==> src/rtl/sparse_xlat_pkg.sv <==
package sparse_xlat_pkg;
   localparam int DATA_W = 32;
   localparam int PCI_AW = 32;
   localparam int LANE_W = 2;
   localparam int SHIFT  = 5;

   typedef enum logic [1:0] {
      SZ_BYTE = 2'b00,
      SZ_WORD = 2'b01,
      SZ_RSVD = 2'b10,
      SZ_LONG = 2'b11
   } xfer_size_e;

   typedef struct packed {
      xfer_size_e        size;
      logic [LANE_W-1:0] lane;
   } rd_tag_t;
endpackage

==> src/rtl/sparse_decode.sv <==
module sparse_decode
   import sparse_xlat_pkg::*;
#(
   parameter int                CPU_AW    = 34,
   parameter int                EXT_W     = 3,
   parameter logic [CPU_AW-1:0] MEM_BASE  = 34'h2_0000_0000,
   parameter int                MEM_OFS_W = 31,
   parameter logic [CPU_AW-1:0] IO_BASE   = 34'h3_A000_0000,
   parameter int                IO_OFS_W  = 29
) (
   input  logic [CPU_AW-1:0] cpu_addr,
   input  logic [DATA_W-1:0] cpu_wdata,
   input  logic [EXT_W-1:0]  ext_hi,
   output logic [PCI_AW-1:0] pci_addr,
   output logic              pci_io,
   output xfer_size_e        size,
   output logic [LANE_W-1:0] lane,
   output logic [3:0]        be_n,
   output logic [DATA_W-1:0] lane_wdata,
   output logic              bad
);
   logic                 in_mem, in_io;
   logic [MEM_OFS_W-1:0] mem_ofs;
   logic [IO_OFS_W-1:0]  io_ofs;
   logic [PCI_AW-1:0]    mem_pa, io_pa;
   logic [4:0]           bit_sh;
   logic                 unused_low;

   assign in_mem  = cpu_addr[CPU_AW-1:MEM_OFS_W] == MEM_BASE[CPU_AW-1:MEM_OFS_W];
   assign in_io   = cpu_addr[CPU_AW-1:IO_OFS_W]  == IO_BASE[CPU_AW-1:IO_OFS_W];
   assign mem_ofs = cpu_addr[MEM_OFS_W-1:0];
   assign io_ofs  = cpu_addr[IO_OFS_W-1:0];
   assign unused_low = ^cpu_addr[2:0];

   assign mem_pa = PCI_AW'(mem_ofs >> SHIFT) | {ext_hi, {(PCI_AW-EXT_W){1'b0}}};
   assign io_pa  = PCI_AW'(io_ofs >> SHIFT);

   assign pci_addr = in_mem ? mem_pa : io_pa;
   assign pci_io   = !in_mem;
   assign size     = xfer_size_e'(cpu_addr[4:3]);
   assign lane     = pci_addr[LANE_W-1:0];
   assign bit_sh   = {lane, 3'b000};

   always_comb begin
      be_n       = 4'b1111;
      lane_wdata = '0;
      unique case (size)
         SZ_BYTE: begin
            be_n       = ~(4'b0001 << lane);
            lane_wdata = {24'b0, cpu_wdata[7:0]} << bit_sh;
         end
         SZ_WORD: begin
            be_n       = ~(4'b0011 << lane);
            lane_wdata = {16'b0, cpu_wdata[15:0]} << bit_sh;
         end
         SZ_LONG: begin
            be_n       = 4'b0000;
            lane_wdata = cpu_wdata;
         end
         default: begin
            be_n       = 4'b1111;
            lane_wdata = '0;
         end
      endcase
   end

   assign bad = !(in_mem || in_io)
             || (size == SZ_RSVD)
             || (size == SZ_WORD && lane == 2'd3)
             || (size == SZ_LONG && lane != 2'd0);
endmodule

==> src/rtl/lane_fifo.sv <==
module lane_fifo #(
   parameter int W     = 4,
   parameter int DEPTH = 4
) (
   input  logic         clk,
   input  logic         rst_n,
   input  logic         push,
   input  logic [W-1:0] din,
   input  logic         pop,
   output logic [W-1:0] dout,
   output logic         full,
   output logic         empty
);
   localparam int PW = $clog2(DEPTH);
   localparam int CW = $clog2(DEPTH + 1);

   logic [W-1:0]  slots [DEPTH];
   logic [PW-1:0] wr_ptr, rd_ptr;
   logic [CW-1:0] count;

   if (DEPTH < 2) begin : g_depth_chk
      $error("lane_fifo: DEPTH must be at least 2");
   end

   assign full  = count == CW'(DEPTH);
   assign empty = count == '0;
   assign dout  = slots[rd_ptr];

   always_ff @(posedge clk or negedge rst_n) begin
      if (!rst_n) begin
         wr_ptr <= '0;
         rd_ptr <= '0;
         count  <= '0;
      end else begin
         if (push && !full)
            wr_ptr <= (wr_ptr == PW'(DEPTH-1)) ? '0 : wr_ptr + 1'b1;
         if (pop && !empty)
            rd_ptr <= (rd_ptr == PW'(DEPTH-1)) ? '0 : rd_ptr + 1'b1;
         unique case ({push && !full, pop && !empty})
            2'b10:   count <= count + 1'b1;
            2'b01:   count <= count - 1'b1;
            default: count <= count;
         endcase
      end
   end

   always_ff @(posedge clk) begin
      if (push && !full)
         slots[wr_ptr] <= din;
   end
endmodule

==> src/rtl/read_align.sv <==
module read_align
   import sparse_xlat_pkg::*;
#(
   parameter bit RSP_REG = 1'b1
) (
   input  logic              clk,
   input  logic              rst_n,
   input  logic              in_valid,
   input  logic [DATA_W-1:0] in_data,
   input  rd_tag_t           tag,
   output logic              out_valid,
   output logic [DATA_W-1:0] out_data
);
   logic [DATA_W-1:0] shifted, trimmed;

   assign shifted = in_data >> {tag.lane, 3'b000};

   always_comb begin
      unique case (tag.size)
         SZ_BYTE: trimmed = {24'b0, shifted[7:0]};
         SZ_WORD: trimmed = {16'b0, shifted[15:0]};
         default: trimmed = shifted;
      endcase
   end

   if (RSP_REG) begin : g_reg
      always_ff @(posedge clk or negedge rst_n) begin
         if (!rst_n) begin
            out_valid <= 1'b0;
            out_data  <= '0;
         end else begin
            out_valid <= in_valid;
            if (in_valid)
               out_data <= trimmed;
         end
      end
   end else begin : g_comb
      assign out_valid = in_valid;
      assign out_data  = trimmed;
   end
endmodule

==> src/rtl/sparse_xlat.sv <==
module sparse_xlat
   import sparse_xlat_pkg::*;
#(
   parameter int                CPU_AW      = 34,
   parameter int                EXT_W       = 3,
   parameter logic [CPU_AW-1:0] MEM_BASE    = 34'h2_0000_0000,
   parameter int                MEM_OFS_W   = 31,
   parameter logic [CPU_AW-1:0] IO_BASE     = 34'h3_A000_0000,
   parameter int                IO_OFS_W    = 29,
   parameter int                OUTSTANDING = 4,
   parameter bit                RSP_REG     = 1'b1
) (
   input  logic              clk,
   input  logic              rst_n,
   input  logic              ext_wr_en,
   input  logic [EXT_W-1:0]  ext_wr_data,
   input  logic              cpu_req_valid,
   output logic              cpu_req_ready,
   input  logic [CPU_AW-1:0] cpu_req_addr,
   input  logic              cpu_req_we,
   input  logic [31:0]       cpu_req_wdata,
   output logic              cpu_rsp_valid,
   output logic [31:0]       cpu_rsp_rdata,
   output logic              cpu_err,
   output logic              pci_req_valid,
   input  logic              pci_req_ready,
   output logic [31:0]       pci_req_addr,
   output logic              pci_req_io,
   output logic              pci_req_we,
   output logic [3:0]        pci_req_be_n,
   output logic [31:0]       pci_req_wdata,
   input  logic              pci_rsp_valid,
   input  logic [31:0]       pci_rsp_rdata
);
   localparam int MEM_KEEP = MEM_OFS_W - SHIFT;
   localparam int IO_KEEP  = IO_OFS_W - SHIFT;
   localparam int TAG_W    = $bits(rd_tag_t);

   if (MEM_KEEP + EXT_W > PCI_AW) begin : g_mem_chk
      $error("sparse_xlat: memory offset and extension overlap");
   end
   if (IO_KEEP > PCI_AW || IO_OFS_W < SHIFT + LANE_W) begin : g_io_chk
      $error("sparse_xlat: I/O window width out of range");
   end
   if (MEM_OFS_W < SHIFT + LANE_W || MEM_OFS_W >= CPU_AW || IO_OFS_W >= CPU_AW) begin : g_win_chk
      $error("sparse_xlat: window width out of range");
   end

   logic [EXT_W-1:0] ext_q;
   logic             dec_bad, rd_block, is_rd, fifo_full, fifo_empty, push, pop;
   xfer_size_e       dec_size;
   logic [LANE_W-1:0] dec_lane;
   rd_tag_t          tag_in, tag_out;
   logic             err_q;

   always_ff @(posedge clk or negedge rst_n) begin
      if (!rst_n)         ext_q <= '0;
      else if (ext_wr_en) ext_q <= ext_wr_data;
   end

   sparse_decode #(
      .CPU_AW   (CPU_AW),
      .EXT_W    (EXT_W),
      .MEM_BASE (MEM_BASE),
      .MEM_OFS_W(MEM_OFS_W),
      .IO_BASE  (IO_BASE),
      .IO_OFS_W (IO_OFS_W)
   ) u_dec (
      .cpu_addr  (cpu_req_addr),
      .cpu_wdata (cpu_req_wdata),
      .ext_hi    (ext_q),
      .pci_addr  (pci_req_addr),
      .pci_io    (pci_req_io),
      .size      (dec_size),
      .lane      (dec_lane),
      .be_n      (pci_req_be_n),
      .lane_wdata(pci_req_wdata),
      .bad       (dec_bad)
   );

   assign is_rd         = !cpu_req_we;
   assign rd_block      = is_rd && fifo_full;
   assign pci_req_valid = cpu_req_valid && !dec_bad && !rd_block;
   assign cpu_req_ready = dec_bad ? 1'b1 : (pci_req_ready && !rd_block);
   assign pci_req_we    = cpu_req_we;

   assign push        = pci_req_valid && pci_req_ready && is_rd;
   assign pop         = pci_rsp_valid && !fifo_empty;
   assign tag_in.size = dec_size;
   assign tag_in.lane = dec_lane;

   lane_fifo #(
      .W    (TAG_W),
      .DEPTH(OUTSTANDING)
   ) u_tags (
      .clk  (clk),
      .rst_n(rst_n),
      .push (push),
      .din  (tag_in),
      .pop  (pop),
      .dout (tag_out),
      .full (fifo_full),
      .empty(fifo_empty)
   );

   read_align #(
      .RSP_REG(RSP_REG)
   ) u_align (
      .clk      (clk),
      .rst_n    (rst_n),
      .in_valid (pop),
      .in_data  (pci_rsp_rdata),
      .tag      (tag_out),
      .out_valid(cpu_rsp_valid),
      .out_data (cpu_rsp_rdata)
   );

   always_ff @(posedge clk or negedge rst_n) begin
      if (!rst_n) err_q <= 1'b0;
      else        err_q <= cpu_req_valid && dec_bad;
   end
   assign cpu_err = err_q;
endmodule

==> config.mk <==
export PLATFORM = sky130hd
export DESIGN_NAME = sparse_xlat
export DESIGN_NICKNAME = d
export VERILOG_FILES = /design/src/rtl/sparse_xlat_pkg.sv /design/src/rtl/sparse_decode.sv /design/src/rtl/lane_fifo.sv /design/src/rtl/read_align.sv /design/src/rtl/sparse_xlat.sv
export SDC_FILE = /design/constraint.sdc
export NUM_CORES = 1
export LEC_CHECK = 0
export BUFFER_PORTS_ARGS = -buffer_cell sky130_fd_sc_hd__buf_2
export CAP_MARGIN = 25
export CORE_ASPECT_RATIO = 1.2
export CORE_MARGIN = 2
export CORE_UTILIZATION = 45
export DETAILED_ROUTE_END_ITERATION = 7
export PLACE_DENSITY = 0.9
export SLEW_MARGIN = 25
export SYNTH_ARGS = -nofsm -noshare
export SYNTH_HDL_FRONTEND = slang
export SYNTH_HIERARCHICAL = 1
export SYNTH_SLANG_ARGS = --single-unit
==> constraint.sdc <==
create_clock -name clk -period 3.1 [get_ports clk]
set_input_delay 0.155 -clock clk [delete_from_list [all_inputs] [get_ports clk]]
set_output_delay 0.155 -clock clk [all_outputs]
set_load 0.02 [all_outputs]
==> results of run 1 <==
-- metrics by stage --
| stage | cells | power [uW] | hold WS [ns] | instance area (um^2) | util [%] |
|---|---|---|---|---|---|
| floorplan | 358 | 2310 | -0.141 | 3870 | - |
| global placement | 587 | 2620 | 0.310 | 4450 | 52.5 |
| detailed placement | 587 | 2680 | 0.310 | 4450 | 52.5 |
| CTS | 603 | 3370 | 0.00888 | 4650 | 54.8 |
| global route | 604 | 3550 | 0.0471 | 4660 | 55.0 |
| finish | 604 | 3350 | 0.0544 | 4660 | 55.0 |
-- Yosys cell counts, drive strengths merged (4+ instances only) --
library cell / number / area, um^2
nor2b: 19 / 119
o2bb2ai: 8 / 70.1
nor2: 15 / 63.8
nand2: 40 / 150
edfxtp: 16 / 480
mux2i: 17 / 170
nand2b: 4 / 32.5
clkbuf: 7 / 32.5
mux2: 15 / 184
buf: 45 / 357
ha: 10 / 125
a22oi: 24 / 180
a221o: 16 / 160
mux4: 4 / 90.1
dfrtp: 44 / 1100
and2: 9 / 61.3
and3: 4 / 30.0
o21ai: 9 / 45.0
a21oi: 5 / 25.0
inv: 13 / 48.8
a22o: 8 / 70.1
-- registers in the layout, summed over array words and instances (netlist names) --
| name | count |
|---|---|
| cpu_err | 1 |
| ext_q | 3 |
| u_align/out_data | 32 |
| u_align/out_valid | 1 |
| u_tags/count | 3 |
| u_tags/rd_ptr | 2 |
| u_tags/slots | 16 |
| u_tags/wr_ptr | 2 |
-- final timing paths --
| check | start | endpoint | slack [ns] |
|---|---|---|---|
| max | u_tags/rd_ptr[0]$_DFFE_PN0P_ | u_align/out_data[13]$_DFFE_PN0P_ | 0.48 |
| min | ext_wr_data[2] | ext_q[2]$_DFFE_PN0P_ | 0.05 |
| max reg2reg | u_tags/rd_ptr[0]$_DFFE_PN0P_ | u_align/out_data[13]$_DFFE_PN0P_ | 0.48 |
| min reg2reg | u_align/out_data[21]$_DFFE_PN0P_ | u_align/out_data[21]$_DFFE_PN0P_ | 0.49 |
| max in group asynchronous | rst_n | u_align/out_data[28]$_DFFE_PN0P_ | 2.36 |
| min in group asynchronous | rst_n | u_align/out_data[6]$_DFFE_PN0P_ | 0.36 |
-- cell type report --
type                       instances  area (um^2)  share of cell area [%]
multi-input combinational        233         1850                    39.7
timing repair buffer             165          836                    17.9
clock inverter                     3         16.3                   0.349
clock buffer                      13          180                    3.87
inverter                          13         48.8                    1.05
tap                              117          146                    3.14
sequential                        60         1580                    34.0
-- cells by family after synthesis --
| kind of cell | after synthesis |
|---|---|
| compound gates | 76 |
| mux | 36 |
| buf+inv | 65 |
| flops | 60 |
| fa+ha+maj | 11 |
| simple gates | 104 |
| other cells | 1 |
| xor+xnor | 3 |
-- routing by layer --
| metal | vias to the layer above | part of all wire [%] | track usage (%) | routed length (um) |
|---|---|---|---|---|
| met5 | - | 0 | 0 | 0 |
| met4 | 0 | 2.2 | 9.09 | 204 |
| met3 | 14 | 8.3 | 4.86 | 785 |
| met2 | 202 | 50 | 35.2 | 4710 |
| met1 | 1547 | 40 | 23.3 | 3740 |
| li1 | 1506 | - | - | - |
-- power by group through the flow --
stage          registers (uW)  logic [uW]  clock network [uW]
2_1_floorplan            1350         959                   0
3_3_place_gp             1180        1440                   0
3_5_place_dp             1190        1490                   0
4_1_cts                  1180        1500                 690
5_1_grt                  1200        1610                 733
6_report                 1180        1490                 678
-- repair_timing --
| action | CTS | global route |
|---|---|---|
| endpoints found under the setup margin | 0 | 0 |
| setup buffers | 0 | 0 |
| hold endpoints to repair | 0 | 44 |
| hold buffers | 0 | 1 |
==> impl_metrics.yaml, run 1 <==
status:
  outcome: "complete, no violations"
timing:
  tightest_slew_ns: 0.654
  skew_ns: 0.0131
  finalSetupViolCount: 0
  hold_viol: 0
  rsz0062_at_grt: "false"
  fin_crit_ns: 2.62
  fmax_mhz: 382
  period_share_pct: 84.5
  slew_violations: 0
  relSlewSlack_pct: 56.2
  setup_tns_ns: 0
  fin_ws_ns: 0.481
synth:
  synth_async_sr_flop_share_pct: 73.3
  synth-xor-area-share_pct: 0.680
  synth_area_um2: 3860
  synth_flop_cell: "dfrtp_1"
  synth_top_family_by_area: "compound AO/OA/AOI/OAI gates"
  yosysSeqAreaShare_pct: 41.0
  synth_edf_count: 16
  ys_types: 53
  syn_area_per_cell_um2: 10.8
  syn-instance-count: 356
  yosys_warnings: 6
  synth.area.mux_share_pct: 11.5
  synthAdderAreaFrac_pct: 3.76
  ys_ff_latch: 60
  synth-simple-area-share_pct: 15.8
  synth_compound_area_share_pct: 15.9
setup_path:
  cp-start-kind: "flop"
  crit_path_end_kind: "flop"
  crit_arrival_ns: 2.89
  worstRegToRegCells: 4
  critical_path.n_buffers_inverters: 0
  cp_cell_sequence: "mux4_2 -> nand2b_1 -> nor2_1 -> a221o_1"
  critical-path-top-delay-family: "simple AND/OR/NAND/NOR gates"
  path_depth: 4
  path_class: "reg -> reg"
  cp_max_fo: 12
  cpPeakStageDelay_ns: 0.75
  crit_slowest_cell: "mux4_2"
  crit_required_ns: 3.37
clock_network:
  clock-sinks: 60
  clk_pin_slew_ns: 0.07
  cts_root_buffer: "clkbuf_8"
  clock_path_buffers: 2
  cts-resized-gates: 0
  clock_latency_ns: 0.33
  cts_tree: "yes"
  cts_buffers: 9
  htree_num_levels: 3
cells_and_area:
  final_cell_mix: "buf_2, dfrtp_1, nand2_1"
  fillers: 727
  mostFrequentLayoutCell: "buf_2"
  nets: 601
  syn_to_final_growth_pct: 20.6
  n_antenna_cell: 0
  drive_gt1_share_pct: 45.2
power_and_ir_drop:
  power_frac_comb_pct: 44.6
  p_leak_uw: 0.00237
  clockPowerShare_pct: 20.2
  peakVddDrop_uv: 264
  powerDensity_nw_per_um2: 719
  power.switching_uw: 1310
  swShare_pct: 39.0
  seq_power_share_pct: 35.2
  p_int_uw: 2040
route:
  wl_per_cell_um: 15.6
  drc: 0
  drt_iter0_drc: 138
  postRouteAntennaNets: 0
  viasPerCell: 5.41
  drt_pass1_iterations: 5
  routed-via-count: 3269
  routed_wl_um: 9450
global_route:
  grt_max_degree: 45
  grt_pass1_vias: 3271
  grt_antenna_before_repair: 0
  grt_pass1_wl_um: 15000
  overflow: 0
  track_usage_pct: 20.3
job:
  drv_cap: 0
floorplanning:
  row_count: 37
  die-height_um: 105
  io_pins: 214
  core-area_um2: 8470
  start_util_pct: 45.6
  dieWidth_um: 88.6
  die_area_um2: 9340
min_path:
  hp-class: "in -> reg"
  hold_depth: 2
placement:
  gp_congestion: 0.873
  portBuffers: 163
  dp_slack_ns: 0.364
  place_hpwl_um: 7160
Power figures use the tool's default switching activity.
==> run 2: changes to the inputs <==
==> constraint.sdc (replaced) <==
create_clock -name clk -period 2.65 [get_ports clk]
set_input_delay 0.1325 -clock clk [delete_from_list [all_inputs] [get_ports clk]]
set_output_delay 0.1325 -clock clk [all_outputs]
set_load 0.02 [all_outputs]
==> run 2 against run 1 <==
  * Critical path depth increased by 7
  * Die area unchanged
  * Total power increased by 21%
  * Maximum frequency increased by 8.4%
  * Hold slack got worse by 0.027 ns
  * Critical path type unchanged
==> impl_metrics.yaml, run 2 (synthesis gave the netlist of run 1 again) <==
cells_and_area:
  design_area_um2: 4710
  mostFrequentLayoutCell: "buf_2"
  syn_to_final_growth_pct: 22.1
  top_register: "u_align/out_data"
  nets: 605
  final_cell_mix: "buf_2, dfrtp_1, nand2_1"
  post-route-util_pct: 55.6
  drive_gt1_share_pct: 45.4
  largest_reg_flops: 32
  n_antenna_cell: 0
  top_regs: "u_align/out_data x32, u_tags/slots x16"
floorplanning:
  io_pins: 214
  dieWidth_um: 88.6
  die_area_um2: 9340
  die-height_um: 105
  core-area_um2: 8470
  row_count: 37
  start_util_pct: 45.6
placement:
  place_hpwl_um: 7300
  portBuffers: 163
  gp_congestion: 0.866
  dpl_cell_area_um2: 4480
timing:
  finalSetupViolCount: 0
  period_share_pct: 91.2
  fmax_mhz: 414
  slew_violations: 0
  timing.hold.ws_ns: 0.0270
  relSlewSlack_pct: 53.6
  rsz0062_at_grt: "false"
  fin_crit_ns: 2.42
  setup_tns_ns: 0
  hold_viol: 0
  tightest_slew_ns: 0.694
  skew_ns: 0.0117
clock_network:
  cts_tree: "yes"
  cts_root_buffer: "clkbuf_8"
  clock-sinks: 60
  postCtsSetupBuffers: 0
  clk_pin_slew_ns: 0.07
  clock_path_buffers: 2
  htree_num_levels: 3
  cts_buffers: 9
  clock_latency_ns: 0.34
route:
  drt_pass1_iterations: 4
  wl_per_cell_um: 15.8
  postRouteAntennaNets: 0
  drc: 0
  routed-via-count: 3295
  routed_wl_um: 9590
  drt_iter0_drc: 137
  viasPerCell: 5.42
power_and_ir_drop:
  power_uw: 4040
  p_leak_uw: 0.00240
  powerDensity_nw_per_um2: 858
  peakVddDrop_uv: 350
status:
  outcome: "complete, no violations"
global_route:
  grt_pass1_wl_um: 15100
  track_usage_pct: 20.5
  grt_pass1_vias: 3268
  overflow: 0
  grt_antenna_before_repair: 0
  grt_max_degree: 45
setup_path:
  cp_max_fo: 6
  path_class: "reg -> reg"
  crit_arrival_ns: 2.67
  crit_required_ns: 2.91
  crit_path_end_kind: "flop"
  cp-start-kind: "flop"
min_path:
  hp-class: "in -> reg"
job:
  drv_cap: 0
==> run 2: cell count changes in the layout (fill, tap and decap cells not counted), sizes merged <==
cell,delta
bufinv,+1
inv,-1
buf,+4
==> run 2: area by class of cell <==
| cell class | instances | area, um^2 |
|---|---|---|
| Fill cell | 731 | 3760 |
| Multi-Input combinational cell | 233 | 1850 |
| Sequential cell | 60 | 1580 |
| Timing Repair Buffer | 169 | 866 |
| Clock buffer | 13 | 181 |
| Tap cell | 117 | 146 |
| Inverter | 13 | 48.8 |
| Clock inverter | 3 | 40.0 |
==> run 2: through the flow <==
step / std cells / setup slack [ns]
final: 608 / 0.233
after global placement: 591 / 0.173
after global routing: 608 / 0.0890
after CTS: 608 / 0.218
after detailed placement: 591 / 0.0629
after floorplan: 358 / 0.430
==> run 2: power by group <==
part           switching (uW)  internal [uW]
logic                    1010            764
clock network             353            546
registers                 177           1200
==> run 2: repair_timing <==
action / in CTS / in global routing
endpoints found under the hold margin: 44 / 0
gates resized for setup: 0 / 0
hold buffers: 1 / 0
==> run 2: final timing paths <==
check | from | to | slack, ns | cells past startpoint
worst max-delay path | u_tags/count[0]$_DFFE_PN0P_ | u_tags/count[2]$_DFFE_PN0P_ | 0.23 | 11
worst min-delay path | ext_wr_data[0] | ext_q[0]$_DFFE_PN0P_ | 0.03 | 2
worst max register to register | u_tags/count[0]$_DFFE_PN0P_ | u_tags/count[2]$_DFFE_PN0P_ | 0.23 | 11
worst min register to register | u_align/out_data[19]$_DFFE_PN0P_ | u_align/out_data[19]$_DFFE_PN0P_ | 0.49 | 1
max in group asynchronous | rst_n | u_align/out_data[18]$_DFFE_PN0P_ | 1.93 | 2
min in group asynchronous | rst_n | u_align/out_data[12]$_DFFE_PN0P_ | 0.33 | 2
==> run 2: critical path: stages (launching register included) <==
cell     delay, ns
dfrtp_1       0.42
or3b_4        0.44
inv_1         0.13
nor4b_4       0.07
and2_4        0.15
inv_1         0.06
ha_1          0.18
inv_1         0.07
fa_1          0.38
xor2_1        0.15
nor2_1        0.11
xor2_1        0.17
==> run 2: metal layers <==
layer  vias up  global-route usage (%)  share of wire, %
li1       1510                       -                 -
met1      1565                    24.3                39
met2       208                    34.5                50
met3        12                    5.64               9.3
met4         0                    8.33               1.8
met5         -                       0                 0
